$ cat src/rtl/dual_dac_cmd.sv
module dual_dac_cmd #(
  parameter int DATA_W      = 12,
  parameter int SYNC_STAGES = 2
) (
  input  logic              clk,
  input  logic              rst_n,
  input  logic              sck,
  input  logic              sdi,
  input  logic              cs_n,
  output logic [DATA_W-1:0] code_a,
  output logic [DATA_W-1:0] code_b,
  output logic              float_a,
  output logic              float_b
);
  localparam int CTRL_W = 4;
  localparam int WORD_W = DATA_W + CTRL_W;
  localparam int CW     = $clog2(WORD_W + 1);

  logic [SYNC_STAGES-1:0] sck_sr, sdi_sr, cs_sr;
  logic sck_s, sdi_s, cs_s, sck_prev, cs_prev;
  logic armed;
  logic [CW-1:0] cnt;
  logic [WORD_W-2:0] shreg;
  logic [DATA_W-1:0] in_a, in_b;

  always_ff @(posedge clk or negedge rst_n)
    if (!rst_n) begin
      sck_sr <= '1;
      cs_sr  <= '1;
      sdi_sr <= '0;
    end else begin
      sck_sr <= {sck_sr[SYNC_STAGES-2:0], sck};
      cs_sr  <= {cs_sr[SYNC_STAGES-2:0], cs_n};
      sdi_sr <= {sdi_sr[SYNC_STAGES-2:0], sdi};
    end

  assign sck_s = sck_sr[SYNC_STAGES-1];
  assign cs_s  = cs_sr[SYNC_STAGES-1];
  assign sdi_s = sdi_sr[SYNC_STAGES-1];

  wire sck_fall = sck_prev & ~sck_s;
  wire last     = (cnt == CW'(WORD_W - 1));
  wire fire     = armed & ~cs_s & sck_fall & last;

  wire [WORD_W-1:0] word = {shreg, sdi_s};
  wire [CTRL_W-1:0] ctrl = word[WORD_W-1 -: CTRL_W];
  wire [DATA_W-1:0] data = word[DATA_W-1:0];
  wire [1:0]        act  = ctrl[3:2];
  wire [1:0]        ch   = ctrl[1:0];
  wire hit_a = (ch == 2'b00) || (ch == 2'b10);
  wire hit_b = (ch == 2'b01) || (ch == 2'b10);
  wire pd    = (ctrl == 4'hF);

  always_ff @(posedge clk or negedge rst_n)
    if (!rst_n) begin
      sck_prev <= 1'b1;
      cs_prev  <= 1'b1;
      armed    <= 1'b0;
      cnt      <= '0;
      shreg    <= '0;
    end else begin
      sck_prev <= sck_s;
      cs_prev  <= cs_s;
      if (cs_s) begin
        armed <= 1'b0;
        cnt   <= '0;
      end else if (cs_prev) begin
        armed <= 1'b1;
        cnt   <= '0;
      end else if (sck_fall && armed) begin
        shreg <= word[WORD_W-2:0];
        if (last) begin
          armed <= 1'b0;
          cnt   <= '0;
        end else begin
          cnt <= cnt + 1'b1;
        end
      end
    end

  always_ff @(posedge clk or negedge rst_n)
    if (!rst_n) begin
      in_a    <= '0;
      in_b    <= '0;
      code_a  <= '0;
      code_b  <= '0;
      float_a <= 1'b0;
      float_b <= 1'b0;
    end else if (fire) begin
      if (pd) begin
        if (data[1]) float_b <= data[0];
        else         float_a <= data[0];
      end else if (ch != 2'b11) begin
        case (act)
          2'b00: begin
            if (hit_a) begin in_a <= data; code_a <= data; end
            if (hit_b) begin in_b <= data; code_b <= data; end
          end
          2'b01: begin
            if (hit_a) in_a <= data;
            if (hit_b) in_b <= data;
          end
          2'b10: begin
            if (hit_a) code_a <= in_a;
            if (hit_b) code_b <= in_b;
          end
          default: ;
        endcase
      end
    end

  a_r4_count_bound: assert property (@(posedge clk) disable iff (!rst_n)
    cnt < CW'(WORD_W));
  a_r3_cs_high_idle: assert property (@(posedge clk) disable iff (!rst_n)
    cs_s |=> (cnt == '0 && !armed));
  a_r10_codes_quiet: assert property (@(posedge clk) disable iff (!rst_n)
    !fire |=> ($stable(code_a) && $stable(code_b)));
  a_r6_stage_keeps_dac: assert property (@(posedge clk) disable iff (!rst_n)
    (fire && act == 2'b01) |=> ($stable(code_a) && $stable(code_b)));
  a_r8_float_only_pd: assert property (@(posedge clk) disable iff (!rst_n)
    (fire && !pd) |=> ($stable(float_a) && $stable(float_b)));
  a_r9_bad_code_inert: assert property (@(posedge clk) disable iff (!rst_n)
    (fire && !pd && (ch == 2'b11 || act == 2'b11)) |=>
      ($stable(in_a) && $stable(in_b) && $stable(code_a) && $stable(code_b)));
endmodule

$ cat config.mk
export PLATFORM = sky130hd
export DESIGN_NAME = dual_dac_cmd
export DESIGN_NICKNAME = d
export VERILOG_FILES = /design/src/rtl/dual_dac_cmd.sv
export SDC_FILE = /design/constraint.sdc
export NUM_CORES = 1
export LEC_CHECK = 0
export ABC_AREA = 0
export BUFFER_PORTS_ARGS = -buffer_cell sky130_fd_sc_hd__buf_2
export CAP_MARGIN = 10
export CORE_MARGIN = 2
export CORE_UTILIZATION = 48
export CTS_CLUSTER_DIAMETER = 30
export DETAILED_ROUTE_END_ITERATION = 10
export GPL_TIMING_DRIVEN = 0
export HOLD_SLACK_MARGIN = 0.15
export PLACE_DENSITY = 0.69
export RECOVER_POWER = 100
export SKIP_CTS_REPAIR_TIMING = 1
export SLEW_MARGIN = 20
export SYNTH_ARGS = -nofsm -noshare
export SYNTH_HDL_FRONTEND = slang
export SYNTH_SLANG_ARGS = --single-unit
$ cat constraint.sdc
create_clock -name clk -period 1.9 [get_ports clk]
set_input_delay 0.38 -clock clk [delete_from_list [all_inputs] [get_ports clk]]
set_output_delay 0.38 -clock clk [all_outputs]
set_load 0.005 [all_outputs]
Word level (Yosys, flattened, before mapping)
Index checks and enable logic that the tools add are counted.
- register bits after elaboration: 79
- bits of input ports: 5
- output and inout port bits: 26
- logic and storage cells: 66
- $add $sub $neg: 1
- eq/ne operators: 11
- mux-type cells: 14
- bitwise operators: 9
- reductions and logical operators: 17
- operator list (operator ; number):
    $mux W12 ; 4
    $pmux W12 S2 ; 2
    $mux W5 ; 4
    $reduce_and A6 Y1 ; 2
    $ne A2 B2 Y1 const B ; 5
    $reduce_and A5 Y1 ; 2
    $reduce_and A3 Y1 ; 3
    $reduce_bool A3 Y1 ; 2
    $add A5 B1 Y5 const B ; 1
    $eq A5 B4 Y1 const B ; 1
    $not A1 Y1 ; 5
    $and A1 B1 Y1 ; 4
    $eq A2 B1 Y1 const B ; 2
    $eq A2 B2 Y1 const B ; 2
    $eq A4 B4 Y1 const B ; 1
    $logic_not A2 Y1 ; 2
    $mux W1 ; 4
    $logic_or A1 B1 Y1 ; 2
    $reduce_and A2 Y1 ; 1
    $reduce_bool A2 Y1 ; 1
    $reduce_or A2 Y1 ; 1
    $logic_and A1 B1 Y1 ; 1

Longest topological paths before layout
Gate-level depths: netlist of the first run.
- depth in word-level cells: 6
- gate-level depth with buffers: 6
- gate-level depth less buffers: 5

Worst setup path after synthesis of the first run
No wires, ideal clock.
- path kind: register to register
- start point: register shreg[12]
- end point: register code_b[10]
- arrival: 1864 ps
- setup slack: -88 ps
- cell stages (with the launch flop): 7
- period minus slack after synthesis: 1988 ps
- cell sequence: dfrtp_1 -> inv_1 -> ha_1 -> or4b_4 -> nor4_4 -> buf_6 -> mux2_2
- cells in the longest elaborated chain, start to end: 4
- elaborated cells on any way between the ends: 9
- those cells by class: 6 x eq/ne; 1 x bitwise; 2 x reduce/logical
- RTL lines (element ; RTL line ; source):
    from (decl) ; 23 ; logic [WORD_W-2:0] shreg;
    from (signal assigned) ; 71 ; shreg <= word[WORD_W-2:0];
    $eq A2 B1 Y1 or $eq A2 B2 Y1 (tied branches) ; 51 ; wire hit_b = (ch == 2'b01) || (ch == 2'b10);
    $logic_or A1 B1 Y1 ; 51 ;
    $ne A2 B2 Y1 (no line) ; -- ;
    $reduce_and A6 Y1 (no line) * ; -- ;
    to (signal assigned) ; 97 ; if (hit_b) begin in_b <= data; code_b <= data; end
    to (signal assigned) ; 105 ; if (hit_b) code_b <= in_b;
    to (decl) ; 11 ; output logic [DATA_W-1:0] code_b,
Mark *: on every way between the ends. The rest lies on a longest branch, timed or not.
A chain may end at the register's enable or synchronous reset.

Worst setup path after layout of the first run
- start point: register shreg[11]
- end point: register in_b[1]
- cells in the longest elaborated chain, start to end: 3
- elaborated cells on any way between the ends: 7
- those cells by class: 4 x eq/ne; 1 x bitwise; 2 x reduce/logical
- RTL lines (element ; RTL line ; source):
    $eq A4 B4 Y1 (tied with other cells) ; 52 ; wire pd = (ctrl == 4'hF);
    $not A1 Y1 (no line) or $logic_or A1 B1 Y1 (tied branches) ; -- ;
    $reduce_and A5 Y1 (no line) * ; -- ;
    to (signal assigned) ; 97 ;
    to (signal assigned) ; 101 ; if (hit_b) in_b <= data;
    to (decl) ; 24 ; logic [DATA_W-1:0] in_a, in_b;
Marks and branches as above.

==> run_results.csv, run 1 <==
group,metric,value,unit
critical_path,end_kind,"flip-flop",
hold_path,hold_path.class,"reg -> reg",
logic_synthesis,synth_top_area_share,0.535,
pwr,p_per_area,701,mW/mm²
logic_synthesis,synth_top_family_by_area,"multiplexers",
sta,layout_setup_ws,-0.366,ns
sta,finalSetupViolCount,38,
critical_path,cp_data_arrival_time,2.49,ns
sta,tightest_slew,0.971,ns
logic_synthesis,yosysSeqAreaShare,0.581,
logic_synthesis,synth_edf_count,0,
logic_synthesis,synth_cell_type_count,33,
detailed_routing,drt_pass1_iterations,4,
floorplan,dieArea,0.00781,mm²
logic_synthesis,synthXorXnorAreaFrac,0,
logic_synthesis,synth_seq_cells,79,
global_route,grt_max_degree,41,
detailed_routing,vias_per_cell,5.18,
logic_synthesis,synthCells,228,
run,maxCapViolations,0,
logic_synthesis,synth_compound_area_frac,0.0319,
global_route,grt_first_pass_wirelength,9440,µm
floorplan,chipWidth,88.4,µm
global_route,first_global_vias,1939,
global_route,antenna_found_initial,0,
sta,hold_viol_final,0,
pwr,vdd_drop_max,0.445,mV
clock_tree,cts_buffer_depth,2,
logic_synthesis,synthSimpleGateAreaFrac,0.0575,
clock_tree,cts_tree,"built",
placement,place_inst,355,
finish,diodes,0,
logic_synthesis,avgSynthCellArea,15.0,µm²
global_route,grt-ovfl-total,0,
placement,preCtsSetupSlack,-0.290,ns
clock_tree,cts_sinks,79,
clock_tree,root_buffer,"clkbuf_8",
finish,postLayoutCoreUtil,0.630,
critical_path,r2r_slack,-0.37,ns
detailed_routing,routed_wl,6590,µm
outcome,violations,"negative setup slack",
detailed_routing,avgRoutedWirePerCell,16.7,µm
pwr,leakagePower,2.07,nW
floorplan,die_y,88.4,µm
sta,drv_slew,0,
logic_synthesis,syn_nets,237,
floorplan,rows,30,
sta,fin_skew,0.0126,ns
sta,max_freq,441,MHz
clock_tree,clkTransAtPathRegs,0.08,ns
clock_tree,insertion_delay,0.35,ns
logic_synthesis,yosys.area_share.adder,0.0147,
logic_synthesis,yosysTopAreaCell,"dfrtp_1",
detailed_routing,drtIter0Drc,108,
logic_synthesis,ys_top_cells_by_area,"dfrtp_1 53%, mux2_2 28%, dfstp_2 4.6%, nor4_4 1.9%, ha_1 1.5%",
detailed_routing,ant_nets,0,
detailed_routing,drc,0,
floorplan,pin_count,31,
sta,max_slew_margin,0.352,
logic_synthesis,synth_area,0.00342,mm²
critical_path,crit_required,2.13,ns
clock_tree,htree_levels,3,
detailed_routing,vias,2048,
finish,area_growth_syn_to_layout,26.0,%
placement,routabilityCongestion,0.751,
finish,drive_above_1_share,0.589,
critical_path,critPathKind,"reg -> reg",
floorplan,start_util,0.500,
finish,fill_cells,544,
finish,nets,303,
floorplan,coreArea,0.00683,mm²
global_route,grt_use_total,0.160,
placement,port_buffers,30,
outcome,status,"finished, violations left",
logic_synthesis,synthFlopType,"dfrtp_1",
sta,fin_crit_sh,1.19,
logic_synthesis,ys_warn_count,0,
sta,min_period,2.27,ns
sta,rsz0062_at_grt,"true",
critical_path,critPathLaunchType,"flip-flop",
sta,timing.setup.tns,-7.52,ns
finish,fin_cells,395,
clock_tree,cts_buffers,9,
placement,hpwlAfterDp,3740,µm
critical_path,crit_fanout,5,
logic_synthesis,async_flop_share,1.00,
logic_synthesis,muxShareOfSynthArea,0.287,
## synth_stat cells, types with 2 or more instances
library cell,number
buf_6,2
nand2_1,3
nand3_1,2
o211ai_1,2
o21ai_0,6
or2_2,2
dfrtp_1,73
a21oi_1,4
buf_4,2
nor4_4,3
ha_1,4
or3_1,3
buf_2,5
mux2_2,86
inv_1,6
dfstp_2,6
clkbuf_1,2
nor4_1,2
## layout make-up
cell class | instances | area [µm²] | area share
clock buffer | 11 | 151 | 0.0352
clock inverter | 5 | 38.8 | 0.00901
multi-input combinational | 131 | 1520 | 0.353
inverter | 6 | 22.5 | 0.00523
sequential | 79 | 1990 | 0.462
timing repair buffer | 55 | 358 | 0.0831
buffer | 12 | 104 | 0.0241
tap | 96 | 120 | 0.0279
## kinds of logic (layout without fill, tap and decap cells)
kind of cell	count (synthesis)	count (layout)
adders and majority gates	4	4
muxes	87	87
DFF	79	79
AOI/OAI and AO/OA	17	17
buffers and inverters	18	89
and+or+nand+nor	23	23
## final timing paths
check,from,end,depth (start not counted)
max,shreg[11],in_b[1],6
min,sdi_sr[0],sdi_sr[1],0
max reg2reg,shreg[11],in_b[1],6
min reg2reg,sdi_sr[0],sdi_sr[1],0
max in group asynchronous,rst_n,in_a[0],3
min in group asynchronous,rst_n,in_b[11],2
## metal layers
metal / up-vias / track usage / share of wire
li1: 957 / - / -
met1: 1049 / 0.227 / 0.50
met2: 33 / 0.238 / 0.46
met3: 9 / 0.0345 / 0.023
met4: 0 / 0.0689 / 0.016
met5: - / 0 / 0
## worst max-delay path, stage by stage, from the launching register on
cell,delay (ns)
dfrtp_2,0.41
inv_2,0.07
ha_4,0.25
or4b_4,0.49
nor4_4,0.40
buf_6,0.22
mux2_4,0.31
## report_power, final
part	internal, mW	switching, mW	leakage (nW)
sequential	1.71	0.0275	1.07
combinational	0.0495	0.0585	0.904
clock	0.555	0.623	0.0963
total	2.31	0.709	2.07
## registers in the layout (all words and copies together), names as in the netlist
name / cells
armed: 1
cnt: 5
code_a: 12
code_b: 12
cs_prev: 1
cs_sr: 2
float_a: 1
float_b: 1
in_a: 12
in_b: 12
sck_prev: 1
sck_sr: 2
sdi_sr: 2
shreg: 15
## metrics by stage
step | total power [mW] | area, µm² | hold WS, ns
final | 3.02 | 4310 | 0.353
after detailed placement | 1.86 | 3710 | 0.336
after CTS | 3.04 | 3900 | 0.0235
after floorplan | 1.80 | 3420 | 0.0844
after global routing | 3.14 | 4310 | 0.367
after global placement | 1.86 | 3690 | 0.332
## cell usage in the layout (no fill, tap or decap), types with 2 or more instances in the layout
cell	n
buf_6	7
buf_2	20
nand3_1	2
dfstp_2	4
buf_8	4
nor4_4	4
inv_6	2
ha_1	2
dfrtp_2	5
mux2_2	53
clkbuf_1	13
inv_1	4
nand2_1	2
inv_2	2
dfrtp_1	68
buf_4	14
ha_4	2
or2_2	2
clkbuf_4	2
o21ai_0	6
dlygate4sd3_1	4
dfstp_1	2
a21oi_1	4
clkbuf_2	2
clkbuf_8	11
nor4_1	2
or3_4	2
o211ai_1	2
mux2_4	34
No activity file was read; power rests on OpenSTA's default activity.
==> inputs of run 2 (changes only) <==
--- a/config.mk
+++ b/config.mk
@@ -17,6 +17,7 @@
 export PLACE_DENSITY = 0.69
 export RECOVER_POWER = 100
 export SKIP_CTS_REPAIR_TIMING = 1
+export SKIP_LAST_GASP = 1
 export SLEW_MARGIN = 20
 export SYNTH_ARGS = -nofsm -noshare
 export SYNTH_HDL_FRONTEND = slang
==> run 2 against run 1 <==
  * The run still ends with negative setup slack left
  * Sequential share of layout area grew 0.24 points
  * Flip-flop and latch count is the same
  * Power shrank 0.11%
  * Die area is the same
  * Highest routed layer unchanged
==> run_results.csv, run 2 (synthesized netlist as in run 1, its figures left out) <==
group,metric,value,unit
outcome,status,"finished, violations left",
outcome,violations,"negative setup slack",
detailed_routing,vias,2055,
pwr,sw_frac_of_total,0.234,
pwr,p_per_area,704,mW/mm²
critical_path,r2r_slack,-0.36,ns
critical_path,crit_fanout,5,
clock_tree,cts_tree,"built",
clock_tree,root_buffer,"clkbuf_8",
critical_path,path_buf_inv,2,
critical_path,crit_required,2.13,ns
run,maxCapViolations,0,
detailed_routing,avgRoutedWirePerCell,16.4,µm
sta,min_period,2.26,ns
critical_path,cpMaxStageDelayCell,"or4b_4",
critical_path,cp_data_arrival_time,2.49,ns
clock_tree,cts_buffer_depth,2,
floorplan,die_y,88.4,µm
floorplan,rows,30,
clock_tree,cts_buffers,9,
floorplan,dieArea,0.00781,mm²
global_route,grt-ovfl-total,0,
global_route,antenna_found_initial,0,
critical_path,crit_chain,"inv_2 -> ha_4 -> or4b_4 -> nor4_4 -> buf_6 -> mux2_4",
detailed_routing,drtIter0Drc,105,
pwr,switching_power,705,µW
sta,max_slew_margin,0.358,
clock_tree,clkTransAtPathRegs,0.08,ns
global_route,grt_first_pass_wirelength,9440,µm
finish,largest_reg_flops,15,
sta,drv_slew,0,
sta,finalSetupViolCount,35,
sta,hold_viol_final,0,
global_route,first_global_vias,1939,
floorplan,coreArea,0.00683,mm²
pwr,power.internal,2.31,mW
sta,max_freq,442,MHz
sta,layout_setup_ws,-0.363,ns
detailed_routing,ant_nets,0,
detailed_routing,vias_per_cell,5.20,
hold_path,hold_path.class,"reg -> reg",
clock_tree,cts_sinks,79,
critical_path,rr_startpoint,"shreg[11]",
critical_path,critPathLaunchType,"flip-flop",
finish,largest_register,"shreg",
sta,fin_crit_sh,1.19,
placement,routabilityCongestion,0.751,
detailed_routing,routed_wl,6480,µm
pwr,p_seq_frac,0.574,
finish,drive_above_1_share,0.589,
clock_tree,insertion_delay,0.35,ns
critical_path,r2r_end,"in_b[1]",
critical_path,end_kind,"flip-flop",
finish,layout_common_cells,"68 x dfrtp_1, 58 x mux2_2, 29 x mux2_4",
pwr,power,3.02,mW
global_route,grt_max_degree,41,
hold_path,hold_start,"sdi_sr[0]",
critical_path,crit_family,"simple AND/OR/NAND/NOR gates",
pwr,p_comb_frac,0.036,
clock_tree,htree_levels,3,
pwr,vdd_drop_max,0.486,mV
pwr,leakagePower,2.06,nW
placement,place_area,0.00371,mm²
critical_path,slowest_delay,0.49,ns
critical_path,ff2ff_path_depth,6,
critical_path,critPathKind,"reg -> reg",
hold_path,hold_end,"sdi_sr[1]",
floorplan,start_util,0.500,
finish,layout_commonest_cell,"dfrtp_1",
floorplan,chipWidth,88.4,µm
finish,nets,303,
sta,rsz0062_at_grt,"true",
finish,diodes,0,
finish,design_area,0.00428,mm²
sta,tightest_slew,0.963,ns
detailed_routing,drc,0,
floorplan,pin_count,31,
placement,hpwlAfterDp,3740,µm
hold_path,hold-path-cell-count,0,
global_route,grt_use_total,0.160,
detailed_routing,drt_pass1_iterations,5,
finish,area_growth_syn_to_layout,25.4,%
pwr,clkPwrFrac,0.390,
sta,fin_skew,0.0140,ns
placement,port_buffers,30,
sta,fin_hold_ws,0.353,ns
-- run 2: cell counts in the layout (fill, tap and decap cells not counted) --
No cell type changed its count.
-- run 2: layer usage --
layer	routed length (µm)	vias up	share of wire	GRT usage
met5	0	-	0	0
li1	-	956	-	-
met4	102	0	0.016	0.0689
met2	2980	34	0.46	0.238
met1	3200	1057	0.49	0.227
met3	192	8	0.030	0.0345
-- run 2: layout make-up --
cell class | instances | area (µm²)
Fill cell | 543 | 2550
Buffer | 12 | 100
Tap cell | 96 | 120
Inverter | 6 | 22.5
Multi-Input combinational cell | 131 | 1500
Clock inverter | 5 | 38.8
Sequential cell | 79 | 1990
Clock buffer | 11 | 151
Timing Repair Buffer | 55 | 358
-- run 2: worst reg2reg max path, stage by stage, from the launching register on --
cell and delay [ns]:
dfrtp_2 0.41, inv_2 0.07, ha_4 0.25, or4b_4 0.49, nor4_4 0.40, buf_6 0.22
mux2_4 0.31
-- run 2: worst max-delay path by stage --
stage                    from         end  slack, ns  cells after the start
detailed placement  shreg[12]     in_b[7]      -0.29                      6
finish              shreg[11]     in_b[1]      -0.36                      6
global placement    shreg[12]     in_b[6]      -0.29                      6
global route        shreg[11]     in_b[2]      -0.42                      6
CTS                 shreg[11]     in_b[1]      -0.32                      6
floorplan           shreg[12]  code_b[10]      -0.09                      6
-- run 2: power groups by stage --
| stage | combinational (mW) | sequential, mW | clock (mW) |
|---|---|---|---|
| 5_1_grt | 0.122 | 1.74 | 1.28 |
| 6_report | 0.108 | 1.73 | 1.18 |
| 2_1_floorplan | 0.0484 | 1.76 | 0 |
| 3_5_place_dp | 0.100 | 1.76 | 0 |
| 3_3_place_gp | 0.0930 | 1.76 | 0 |
| 4_1_cts | 0.100 | 1.73 | 1.21 |
-- run 2: per-stage QoR --
step	instances	worst slack (ns)	TNS [ns]	util
6_report	395	-0.363	-7.67	0.627
5_1_grt	395	-0.421	-10.67	0.627
4_1_cts	371	-0.322	-10.68	0.571
3_5_place_dp	355	-0.290	-9.59	0.543
3_3_place_gp	354	-0.288	-19.89	0.540
2_1_floorplan	228	-0.0882	-1.75	-
==> inputs of run 3 (changes only) <==
--- a/config.mk
+++ b/config.mk
@@ -8,17 +8,18 @@
 export ABC_AREA = 0
 export BUFFER_PORTS_ARGS = -buffer_cell sky130_fd_sc_hd__buf_2
 export CAP_MARGIN = 10
+export CELL_PAD_IN_SITES_DETAIL_PLACEMENT = 1
+export CELL_PAD_IN_SITES_GLOBAL_PLACEMENT = 2
 export CORE_MARGIN = 2
-export CORE_UTILIZATION = 48
+export CORE_UTILIZATION = 38
 export CTS_CLUSTER_DIAMETER = 30
 export DETAILED_ROUTE_END_ITERATION = 10
 export GPL_TIMING_DRIVEN = 0
 export HOLD_SLACK_MARGIN = 0.15
-export PLACE_DENSITY = 0.69
+export PLACE_DENSITY_LB_ADDON = 0.1
 export RECOVER_POWER = 100
 export SKIP_CTS_REPAIR_TIMING = 1
 export SKIP_LAST_GASP = 1
-export SLEW_MARGIN = 20
 export SYNTH_ARGS = -nofsm -noshare
 export SYNTH_HDL_FRONTEND = slang
 export SYNTH_SLANG_ARGS = --single-unit
==> run 3 against run 2 <==
  * Cell count is 2.8% higher
  * Global-route usage is 0.59 points lower
  * Power is 8.3% higher
  * Clock skew is 0.0033 ns lower
  * Flip-flop and latch count stayed put
  * Final area is 0.64% lower
  * Via count is 0.73% higher
  * The run still ends with negative setup slack left
==> run_results.csv, run 3 (synthesized netlist as in run 1, its figures left out) <==
group,metric,value,unit
outcome,status,"finished, violations left",
outcome,violations,"negative setup slack",
global_route,globalRouteMet3Util,0.0504,
global_route,grt_busiest_layer,"met2",
clock_tree,cts_buffers,9,
floorplan,pin_count,31,
clock_tree,htree_levels,3,
hold_path,hold_path.class,"reg -> reg",
global_route,grt_first_pass_wirelength,11600,µm
finish,largest_register,"shreg",
sta,hold_viol_final,0,
global_route,grt-ovfl-total,0,
clock_tree,clkTransAtPathRegs,0.08,ns
finish,nets,302,
critical_path,cp_data_arrival_time,2.46,ns
critical_path,end_kind,"flip-flop",
placement,hpwlAfterDp,4500,µm
critical_path,slowest_delay,0.49,ns
pwr,leakagePower,2.07,nW
finish,layout_common_cells,"73 x mux2_2, 70 x dfrtp_1, 20 x buf_2",
critical_path,crit_required,2.14,ns
global_route,first_global_vias,2220,
sta,fin_hold_ws,0.363,ns
global_route,grt_max_degree,56,
critical_path,critPathLaunchType,"flip-flop",
critical_path,crit_family,"simple AND/OR/NAND/NOR gates",
global_route,grt_use_total,0.154,
detailed_routing,routed_wl,7340,µm
pwr,p_per_area,767,mW/mm²
placement,preCtsSetupSlack,-0.317,ns
global_route,antenna_found_initial,0,
finish,layout_commonest_cell,"mux2_2",
sta,max_freq,451,MHz
placement,port_buffers,30,
clock_tree,root_buffer,"clkbuf_8",
critical_path,critPathKind,"reg -> reg",
clock_tree,insertion_delay,0.35,ns
floorplan,start_util,0.392,
detailed_routing,vias,2070,
pwr,vdd_drop_max,0.328,mV
sta,fin_crit_sh,1.17,
sta,layout_setup_ws,-0.319,ns
critical_path,path_buf_inv,2,
detailed_routing,vias_per_cell,5.10,
finish,diodes,0,
detailed_routing,ant_nets,0,
clock_tree,cts_tree,"built",
floorplan,rows,34,
critical_path,cpMaxStageDelayCell,"or4b_4",
sta,fin_skew,0.0108,ns
finish,drive_above_1_share,0.577,
sta,drv_slew,0,
global_route,grt_use_met1,0.204,
sta,timing.setup.tns,-7.68,ns
floorplan,die_y,98.8,µm
critical_path,crit_fanout,5,
sta,max_slew_margin,0.539,
sta,tightest_slew,0.691,ns
detailed_routing,drtIter0Drc,34,
finish,area_growth_syn_to_layout,24.6,%
placement,routabilityCongestion,0.747,
sta,rsz0062_at_grt,"true",
detailed_routing,drt_pass1_iterations,4,
clock_tree,cts_sinks,79,
floorplan,coreArea,0.00872,mm²
global_route,grtUsageMet2,0.246,
floorplan,chipWidth,98.8,µm
run,maxCapViolations,0,
detailed_routing,avgRoutedWirePerCell,18.1,µm
clock_tree,cts_buffer_depth,2,
sta,min_period,2.22,ns
sta,finalSetupViolCount,52,
critical_path,crit_chain,"inv_2 -> ha_4 -> or4b_4 -> nor4_4 -> buf_6 -> mux2_2",
finish,largest_reg_flops,15,
detailed_routing,drc,0,
floorplan,dieArea,0.00976,mm²
## run 3: worst reg2reg max path, cell delays in order, from the launching register on
cell	delay, ns
dfrtp_1	0.42
inv_2	0.07
ha_4	0.26
or4b_4	0.49
nor4_4	0.34
buf_6	0.20
mux2_2	0.33
## run 3: worst paths after layout
check / endpoint / from / slack [ns] / cells past startpoint
worst max-delay path: in_b[10] / shreg[12] / -0.32 / 6
max in group asynchronous: shreg[14] / rst_n / 0.17 / 3
worst min register to register: sdi_sr[1] / sdi_sr[0] / 0.36 / 0
worst max register to register: in_b[10] / shreg[12] / -0.32 / 6
worst min-delay path: sdi_sr[1] / sdi_sr[0] / 0.36 / 0
min in group asynchronous: code_b[8] / rst_n / 0.57 / 2
## run 3: report_power, final
group	internal, mW	leakage [nW]	switching [mW]
logic	0.0457	0.887	0.0578
clock network	0.785	0.114	0.642
registers	1.70	1.07	0.0301
total	2.54	2.07	0.730
## run 3: routing by layer
| layer | share of wire | wire [µm] | vias up |
|---|---|---|---|
| met3 | 0.029 | 213 | 6 |
| li1 | - | - | 954 |
| met4 | 0.0085 | 62 | 0 |
| met1 | 0.47 | 3480 | 1086 |
| met2 | 0.49 | 3580 | 24 |
| met5 | 0 | 0 | - |
## run 3: per-stage QoR
| step | power, mW | area [µm²] | instances | utilization |
|---|---|---|---|---|
| after CTS | 3.32 | 3960 | 383 | 0.454 |
| after global routing | 3.42 | 4260 | 406 | 0.488 |
| after floorplan | 1.80 | 3420 | 228 | - |
| after global placement | 1.86 | 3700 | 366 | 0.424 |
| after detailed placement | 1.87 | 3730 | 367 | 0.428 |
| final | 3.27 | 4260 | 406 | 0.488 |
## run 3: layout make-up
cell class / instances / area [µm²]
Fill cell: 895 / 4470
Sequential cell: 79 / 1990
Multi-Input combinational cell: 131 / 1420
Timing Repair Buffer: 54 / 364
Clock buffer: 10 / 138
Tap cell: 108 / 135
Buffer: 12 / 97.6
Clock inverter: 6 / 92.6
Inverter: 6 / 22.5
